$ cat config.mk
export PLATFORM = sky130hd
export DESIGN_NAME = irq_status_agg
export DESIGN_NICKNAME = d
export VERILOG_FILES = /design/src/rtl/irq_agg_pkg.sv /design/src/rtl/irq_gp_timer.sv /design/src/rtl/irq_sticky_bits.sv /design/src/rtl/irq_status_agg.sv
export SDC_FILE = /design/constraint.sdc
export NUM_CORES = 1
export LEC_CHECK = 0
export BUFFER_PORTS_ARGS = -buffer_cell sky130_fd_sc_hd__buf_2
export CAP_MARGIN = 40
export CORE_UTILIZATION = 50
export CTS_CLUSTER_DIAMETER = 150
export DETAILED_ROUTE_END_ITERATION = 10
export PLACE_DENSITY = 0.79
export SLEW_MARGIN = 5
export SYNTH_ARGS = -nofsm -noshare
export SYNTH_HDL_FRONTEND = slang
export SYNTH_HIERARCHICAL = 1
export SYNTH_SLANG_ARGS = --single-unit
$ cat constraint.sdc
create_clock -name clk -period 2.5 [get_ports clk]
set_clock_uncertainty 0.15 [all_clocks]
set_input_delay 0.125 -clock clk [delete_from_list [all_inputs] [get_ports clk]]
set_output_delay 0.125 -clock clk [all_outputs]
set_load 0.02 [all_outputs]
$ cat src/rtl/irq_agg_pkg.sv
package irq_agg_pkg;

    localparam int REG_W = 32;

    // status / enable bit positions
    localparam int BIT_SW   = 31;
    localparam int BIT_RDY  = 30;
    localparam int BIT_FAB  = 28;
    localparam int BIT_PHY2 = 27;
    localparam int BIT_PHY1 = 26;
    localparam int BIT_GPT  = 19;
    localparam int BIT_GPIO = 12;

    localparam logic [REG_W-1:0] DEF_MASK =
        (32'h1 << BIT_SW)   | (32'h1 << BIT_RDY)  | (32'h1 << BIT_FAB) |
        (32'h1 << BIT_PHY2) | (32'h1 << BIT_PHY1) | (32'h1 << BIT_GPT) |
        (32'h1 << BIT_GPIO);

    // register offsets
    localparam logic [11:0] OFS_STAT = 12'h058;
    localparam logic [11:0] OFS_EN   = 12'h05C;
    localparam logic [11:0] OFS_TCTL = 12'h060;
    localparam logic [11:0] OFS_TCNT = 12'h064;

    // sticky event slots
    localparam int NSTICKY = 3;
    localparam int STK_SW  = 0;
    localparam int STK_RDY = 1;
    localparam int STK_GPT = 2;
    localparam int NLIVE   = 4;

    function automatic int stk_pos(input int idx);
        case (idx)
            STK_SW:  return BIT_SW;
            STK_RDY: return BIT_RDY;
            default: return BIT_GPT;
        endcase
    endfunction

    typedef struct packed {
        logic [REG_W-1:0] en;
        logic             run;
        logic [NLIVE-1:0] live;   // {fabric, phy2, phy1, gpio}
        logic             rdy_prev;
    } agg_state_t;

endpackage

$ cat src/rtl/irq_gp_timer.sv
module irq_gp_timer #(
    parameter int CNT_W    = 16,
    parameter int PRESCALE = 4
) (
    input  logic             clk,
    input  logic             rst_n,
    input  logic             run_i,
    input  logic             load_i,
    input  logic [CNT_W-1:0] load_val_i,
    output logic [CNT_W-1:0] cnt_o,
    output logic             wrap_o
);
    localparam int PRE_W = (PRESCALE > 1) ? $clog2(PRESCALE) : 1;
    localparam logic [PRE_W-1:0] PRE_LAST = PRE_W'(PRESCALE - 1);

    typedef struct packed {
        logic [CNT_W-1:0] cnt;
        logic [PRE_W-1:0] pre;
        logic             wrap;
    } tmr_state_t;

    tmr_state_t t_d, t_q;
    logic       tick;

    always_comb begin
        t_d      = t_q;
        t_d.wrap = 1'b0;
        tick     = run_i && (t_q.pre == PRE_LAST);
        if (load_i) begin
            t_d.cnt = load_val_i;
            t_d.pre = '0;
        end else if (!run_i) begin
            t_d.pre = '0;
        end else if (tick) begin
            t_d.pre = '0;
            if (t_q.cnt == '0) begin
                t_d.cnt  = '1;
                t_d.wrap = 1'b1;
            end else begin
                t_d.cnt = t_q.cnt - 1'b1;
            end
        end else begin
            t_d.pre = t_q.pre + 1'b1;
        end
    end

    always_ff @(posedge clk or negedge rst_n) begin
        if (!rst_n) begin
            t_q.cnt  <= '1;
            t_q.pre  <= '0;
            t_q.wrap <= 1'b0;
        end else begin
            t_q <= t_d;
        end
    end

    assign cnt_o  = t_q.cnt;
    assign wrap_o = t_q.wrap;
endmodule

$ cat src/rtl/irq_sticky_bits.sv
module irq_sticky_bits #(
    parameter int N = 3
) (
    input  logic         clk,
    input  logic         rst_n,
    input  logic [N-1:0] set_i,
    input  logic [N-1:0] clr_i,
    output logic [N-1:0] q_o
);
    logic [N-1:0] q_d, q_q;

    // a new event beats an acknowledge in the same cycle
    always_comb begin
        for (int i = 0; i < N; i++) begin
            q_d[i] = set_i[i] | (q_q[i] & ~clr_i[i]);
        end
    end

    always_ff @(posedge clk or negedge rst_n) begin
        if (!rst_n) q_q <= '0;
        else        q_q <= q_d;
    end

    assign q_o = q_q;
endmodule

$ cat src/rtl/irq_status_agg.sv
module irq_status_agg
    import irq_agg_pkg::*;
#(
    parameter int ADDR_W   = 8,
    parameter int CNT_W    = 16,
    parameter int PRESCALE = 4
) (
    input  logic              clk,
    input  logic              rst_n,
    input  logic              bus_sel,
    input  logic              bus_wr,
    input  logic [ADDR_W-1:0] bus_addr,
    input  logic [REG_W-1:0]  bus_wdata,
    output logic [REG_W-1:0]  bus_rdata,
    input  logic              fabric_irq_i,
    input  logic              phy2_irq_i,
    input  logic              phy1_irq_i,
    input  logic              gpio_irq_i,
    input  logic              ready_i,
    output logic              irq_o
);
    localparam logic [ADDR_W-1:0] A_STAT = ADDR_W'(OFS_STAT);
    localparam logic [ADDR_W-1:0] A_EN   = ADDR_W'(OFS_EN);
    localparam logic [ADDR_W-1:0] A_TCTL = ADDR_W'(OFS_TCTL);
    localparam logic [ADDR_W-1:0] A_TCNT = ADDR_W'(OFS_TCNT);

    agg_state_t s_d, s_q;

    logic               wr_stat, wr_en, wr_tctl, wr_tcnt, rd;
    logic [NSTICKY-1:0] stk_set, stk_clr, stk_q;
    logic [CNT_W-1:0]   tmr_cnt;
    logic               tmr_wrap;
    logic [REG_W-1:0]   status_w;
    logic               rdy_prev_w;
    logic               run_w;
    logic [REG_W-1:0]   en_w;

    // bus decode
    always_comb begin
        rd      = bus_sel && !bus_wr;
        wr_stat = bus_sel && bus_wr && (bus_addr == A_STAT);
        wr_en   = bus_sel && bus_wr && (bus_addr == A_EN);
        wr_tctl = bus_sel && bus_wr && (bus_addr == A_TCTL);
        wr_tcnt = bus_sel && bus_wr && (bus_addr == A_TCNT);
    end

    // next-state for control state
    always_comb begin
        s_d          = s_q;
        if (wr_en)   s_d.en  = bus_wdata & DEF_MASK;
        if (wr_tctl) s_d.run = bus_wdata[0];
        s_d.live     = {fabric_irq_i, phy2_irq_i, phy1_irq_i, gpio_irq_i};
        s_d.rdy_prev = ready_i;
    end

    always_ff @(posedge clk or negedge rst_n) begin
        if (!rst_n) s_q <= '0;
        else        s_q <= s_d;
    end

    // sticky event sources and acknowledges
    always_comb begin
        stk_set          = '0;
        stk_set[STK_SW]  = wr_en && bus_wdata[BIT_SW] && !s_q.en[BIT_SW];
        stk_set[STK_RDY] = ready_i && !s_q.rdy_prev;
        stk_set[STK_GPT] = tmr_wrap;
    end

    for (genvar g = 0; g < NSTICKY; g++) begin : g_clr
        assign stk_clr[g] = wr_stat && bus_wdata[stk_pos(g)];
    end

    irq_sticky_bits #(.N(NSTICKY)) u_stk (
        .clk   (clk),
        .rst_n (rst_n),
        .set_i (stk_set),
        .clr_i (stk_clr),
        .q_o   (stk_q)
    );

    irq_gp_timer #(.CNT_W(CNT_W), .PRESCALE(PRESCALE)) u_tmr (
        .clk        (clk),
        .rst_n      (rst_n),
        .run_i      (s_q.run),
        .load_i     (wr_tcnt),
        .load_val_i (bus_wdata[CNT_W-1:0]),
        .cnt_o      (tmr_cnt),
        .wrap_o     (tmr_wrap)
    );

    // status word assembly
    always_comb begin
        status_w           = '0;
        status_w[BIT_SW]   = stk_q[STK_SW];
        status_w[BIT_RDY]  = stk_q[STK_RDY];
        status_w[BIT_GPT]  = stk_q[STK_GPT];
        status_w[BIT_FAB]  = s_q.live[3];
        status_w[BIT_PHY2] = s_q.live[2];
        status_w[BIT_PHY1] = s_q.live[1];
        status_w[BIT_GPIO] = s_q.live[0];
    end

    // read mux
    always_comb begin
        bus_rdata = '0;
        if (rd) begin
            if (bus_addr == A_STAT)      bus_rdata = status_w;
            else if (bus_addr == A_EN)   bus_rdata = s_q.en;
            else if (bus_addr == A_TCTL) bus_rdata = {{(REG_W-1){1'b0}}, s_q.run};
            else if (bus_addr == A_TCNT) bus_rdata = REG_W'(tmr_cnt);
        end
    end

    assign irq_o      = |(status_w & s_q.en);
    assign rdy_prev_w = s_q.rdy_prev;
    assign run_w      = s_q.run;
    assign en_w       = s_q.en;
endmodule

==> results of run 1 <==
## worst min-delay path: stages
cell and delay (ps):
buf_2 90, nand2b_1 130, o41ai_1 60, a21oi_1 50
## power groups by stage
stage	combinational (mW)	sequential [mW]	clock [mW]
2_1_floorplan	0.366	0.740	0
3_3_place_gp	0.384	0.760	0
3_5_place_dp	0.393	0.763	0
4_1_cts	0.424	0.754	0.438
5_1_grt	0.489	0.771	0.468
6_report	0.429	0.755	0.426
## final timing paths
kind                           startpoint               to  slack [ps]  cells after the start
setup / recovery           u_tmr/cnt_o[0]  u_tmr/cnt_o[12]         170                      7
hold / removal              bus_wdata[11]  u_tmr/cnt_o[11]          20                      4
setup reg to reg           u_tmr/cnt_o[0]  u_tmr/cnt_o[12]         170                      7
hold reg to reg              u_tmr/wrap_o     u_stk/q_o[2]         300                      1
max in group asynchronous           rst_n            run_w        1410                      2
min in group asynchronous           rst_n     u_tmr/t_q[2]         300                      2
## per-stage QoR
stage	instances	total power, mW	hold slack [ps]	area [um2]
finish	407	1.61	21.3	3010
global route	407	1.73	18.0	3010
CTS	407	1.62	14.2	3010
detailed placement	374	1.16	88.5	2670
global placement	374	1.14	84.3	2670
floorplan	282	1.11	-321	2500
## layer usage
metal	vias up	track usage (%)	wire length, um	part of all wire [%]
met5	-	0	0	0
met3	10	4.72	159	2.8
met4	0	8.50	78	1.4
li1	1085	-	-	-
met2	59	39.7	2880	52
met1	1066	29.9	2470	44
## sequential cells by signal, indices dropped and copies added (netlist names)
name,count
u_tmr/cnt_o,16
rdy_prev_w,1
u_stk/q_o,3
s_q,4
u_tmr/t_q,2
run_w,1
u_tmr/wrap_o,1
en_w,7
## logic make-up (layout without fill, tap and decap cells)
family	count (synthesis)	after routing	synth area share, %
DFF	35	35	36.3
other	1	10	0.152
muxes	13	13	5.62
adders and majority gates	3	3	1.52
and+or+nand+nor	118	118	29.5
buffers and inverters	52	110	12.5
AOI/OAI and AO/OA	51	51	14.5
## repair_timing
item | 4_1_cts | 5_1_grt
resized for setup | 0 | 0
hold buffers | 25 | 0
buffers inserted | 0 | 0
hold endpoints to repair | 46 | 0
## Yosys cell counts, types with 5 or more instances
cell / n / area (um2)
dfstp_2: 16 / 420
nand3_1: 5 / 25.0
and2_1: 19 / 119
a21oi_1: 13 / 65.1
clkbuf_1: 9 / 33.8
buf_4: 27 / 203
dfrtp_1: 19 / 475
o21ai_0: 12 / 60.1
nand2_1: 12 / 45.0
and3_1: 10 / 62.6
nor3_1: 9 / 45.0
nor2_1: 24 / 90.1
or3_1: 5 / 31.3
nor4_1: 5 / 31.3
mux2i_1: 6 / 60.1
inv_1: 10 / 37.5
mux2_2: 7 / 78.8
## cell type report
type                    count  area (um2)
fillers                   405        1710
repair buffers             92         601
inverters                  10        37.5
well taps                  67        83.8
clock buffers               5        68.8
clock inverters             3        23.8
multi-input cells         195        1300
flip-flops and latches     35         896
==> reports/metrics.csv, run 1 <==
metric,value,unit
status,finished clean,
initial antenna violation count,0,
cells after synthesis,273,
internal power,1.05,mW
setup ws final,170,ps
most frequent cells in the layout,"buf_2 (61), dlygate4sd3_1 (25), nor2_1 (24)",
Top Family by Delay on Critical Path,simple AND/OR/NAND/NOR gates,
WS Path Type,reg -> reg,
clock root cell,clkbuf_8,
max_cap viols,0,
crit share post-route,93.2,%
"Clk pin slew, worst setup/hold paths",80,ps
# DRC,0,
Vias,2220,
"commonest non-fill, non-tap cell in the layout",buf_2,
RePlAce Congestion,0.849,
largest net degree at the start of global routing,36,
ant diodes,0,
"FF+latch count, synth",35,
post-DP HPWL,3960,um
layout cells sized above 1,33.2,%
Fin. Hold Viols,0,
Net Sw Frac,35.0,%
yosys warns,6,
Die Wd,72.3,um
"Req. time, crit path",2540,ps
Tightest Hold Check Type,in -> reg,
Area Overhead vs Synth,21.9,%
worst-margin pin slew,783,ps
Crit-path slowest cell,or4b_4,
Combinational Power Share,26.6,%
NetSw,0.564,mW
crit-path max FO,15,
Fmax,0.429,GHz
ANT nets after route,0,
CP max stage delay,490,ps
Synth cell types,53,
number of global-route vias before repair,2228,
worst slack at placement,199,ps
global route overflow,0,
setup tns final,0,ps
Buf/Inv on CP,2,
IO buf count,61,
Detailed Routing Iterations Pass 1,4,
GRT Total Usage,23.5,%
Slew Limit Headroom,47.8,%
time the worst path needs with I/O delays and setup,2330,ps
leakage power total,1.41,nW
CTS tree,yes,
Core ar.,4720,um2
Num CTS Buffers,5,
sequential share of power,46.9,%
first-pass GRT wire length,9720,um
Clk pwr share,26.5,%
Top Ports,82,
fin. max-slew vios,0,
CTS sink cnt,35,
Bufs on Longest Clock Path,2,
layout net count,391,
die span in y,72.3,um
crit-path cells,inv_1 > ha_1 > or4b_4 > nor4_4 > buf_4 > and4b_1 > a221oi_1,
final core occ,63.7,%
WL per Instance,13.7,um
Routed WL,5590,um
"Clk Latency, worst-skew pair",290,ps
Finish-stage setup viols,0,
Initial Utilization,52.3,%
row count,25,
mean post-synth cell area,9.05,um2
Post-synth EDFFs,0,
die area,5230,um2
Starting DRT DRC Count,143,
fraction of registers with async set/reset,100,%
RSZ-0062 raised after global routing,no,
Most used DFF post-synth,dfrtp_1,
register area share after synthesis,36.3,%
Startpoint Class,flop,
CP arrival,2370,ps
Max VDD drop,0.447,mV
H-Tree Level Count,2,
Power Density,535,nW/um2
CP Capture Type,flop,
cell area after synthesis,2470,um2
DR vias/cell,5.45,
Power figures use the tool's default switching activity.
==> run 2: changes to the inputs <==
--- a/config.mk
+++ b/config.mk
@@ -10,7 +10,8 @@
 export CORE_UTILIZATION = 50
 export CTS_CLUSTER_DIAMETER = 150
 export DETAILED_ROUTE_END_ITERATION = 10
-export PLACE_DENSITY = 0.79
+export GPL_TIMING_DRIVEN = 0
+export PLACE_DENSITY = 0.91
 export SLEW_MARGIN = 5
 export SYNTH_ARGS = -nofsm -noshare
 export SYNTH_HDL_FRONTEND = slang
==> reports/metrics.csv, run 2 (same netlist as run 1, synthesis figures left out) <==
metric,value,unit
Bufs on Longest Clock Path,2,
RSZ-0062 raised after global routing,no,
WS Path Type,reg -> reg,
"commonest non-fill, non-tap cell in the layout",buf_2,
r2r setup slk,110,ps
GRT Total Usage,26.4,%
Hold EP,u_tmr/cnt_o[11],
failing checks,hold timing,
Detailed Routing Iterations Pass 1,4,
RePlAce Congestion,0.936,
clock root cell,clkbuf_8,
CP arrival,2460,ps
time the worst path needs with I/O delays and setup,2390,ps
hold slack,-0.444,ps
WL per Instance,15.1,um
first-pass GRT wire length,10700,um
cell count after placement,410,
Finish-stage setup viols,0,
Fillers,341,
status,finished with violations,
setup ws final,114,ps
CTS tree,yes,
Num CTS Buffers,5,
setup tns final,0,ps
final core occ,69.5,%
Area Overhead vs Synth,32.8,%
"Req. time, crit path",2570,ps
Initial Utilization,52.3,%
Hold Path Stages,4,
total setup buffers inserted after CTS,0,
Routed WL,6670,um
Core ar.,4720,um2
Power Density,591,nW/um2
Reg2Reg Capture Point,u_tmr/cnt_o[10],
post-DP HPWL,4490,um
Starting DRT DRC Count,225,
Vias,2456,
crit share post-route,95.4,%
Max VDD drop,0.477,mV
leakage power total,1.57,nW
Slew Limit Headroom,47.7,%
R2R cell count,7,
hold_sp,bus_wdata[11],
DR vias/cell,5.56,
CP Capture Type,flop,
die area,5230,um2
H-Tree Level Count,2,
row count,25,
ANT nets after route,0,
largest net degree at the start of global routing,36,
max FFs per register,16,
crit-path max FO,8,
ant diodes,0,
worst slack at placement,-18.1,ps
IO buf count,61,
CTS sink cnt,35,
die span in y,72.3,um
worst r2r src,u_tmr/cnt_o[0],
initial antenna violation count,0,
Fmax,0.419,GHz
max_cap viols,0,
"Clk pin slew, worst setup/hold paths",80,ps
Fin. Hold Viols,1,
global route overflow,0,
# DRC,0,
Tightest Hold Check Type,in -> reg,
fin. max-slew vios,0,
post-route insts no fill,442,
number of global-route vias before repair,2403,
Top Ports,82,
Die Wd,72.3,um
worst-margin pin slew,784,ps
layout cells sized above 1,37.1,%
Startpoint Class,flop,
most frequent cells in the layout,"buf_2 (64), buf_4 (26), nor2_1 (24), dlygate4sd3_1 (24)",
layout net count,426,
"Clk Latency, worst-skew pair",300,ps
==> run 2: layout make-up <==
type,instances,area [um2],area share (%)
Clock inverter,3,67.6,2.06
Sequential cell,35,896,27.3
Clock buffer,5,68.8,2.10
Buffer,42,274,8.35
Tap cell,67,83.8,2.56
Timing Repair Buffer,85,546,16.6
Multi-Input combinational cell,195,1310,39.9
Inverter,10,37.5,1.14
==> run 2: how the worst max path moves through the flow <==
stage                               from               to  slack (ps)  cells past startpoint
after floorplan           u_tmr/cnt_o[0]  u_tmr/cnt_o[13]         350                      7
after detailed placement     bus_addr[3]   u_tmr/cnt_o[7]         -20                      8
after global placement       bus_addr[3]   u_tmr/cnt_o[7]        -0.2                      8
after global routing      u_tmr/cnt_o[0]   u_tmr/cnt_o[6]          10                      7
final                     u_tmr/cnt_o[0]  u_tmr/cnt_o[10]         110                      7
after CTS                 u_tmr/cnt_o[0]   u_tmr/cnt_o[6]         100                      7
==> run 2: timing repair <==
item | 4_1_cts | 5_1_grt
resized for setup | 0 | 2
endpoints found under the setup margin | 0 | 2
hold endpoints to repair | 45 | 0
hold buffers | 24 | 0
==> run 2: per-stage QoR <==
stage / power [mW] / hold slack [ps] / cell area, um2
global route: 2.04 / 12.6 / 3280
detailed placement: 1.27 / 84.7 / 2890
global placement: 1.24 / 85.2 / 2890
CTS: 1.92 / 1.58 / 3270
finish: 1.94 / -0.444 / 3280
floorplan: 1.11 / -321 / 2500
==> run 2: power breakdown <==
group | leakage, nW | switching (mW) | internal [mW]
clock network | 0.0644 | 0.230 | 0.398
logic | 1.10 | 0.299 | 0.248
registers | 0.405 | 0.0896 | 0.674
total | 1.57 | 0.619 | 1.32
==> run 2: metal layers <==
metal / vias up / global-route usage, % / share of wire [%]
met4: 0 / 14.6 / 2.7
met1: 1164 / 32.4 / 41
met3: 23 / 4.86 / 6.0
met5: - / 0 / 0
met2: 118 / 44.0 / 50
li1: 1151 / - / -
==> run 2: critical path: stages, from the launching register on <==
cell	delay (ps)
dfstp_2	400
inv_1	100
ha_1	220
or3b_2	460
clkbuf_1	210
or3_1	360
o41ai_1	330
a21oi_1	70
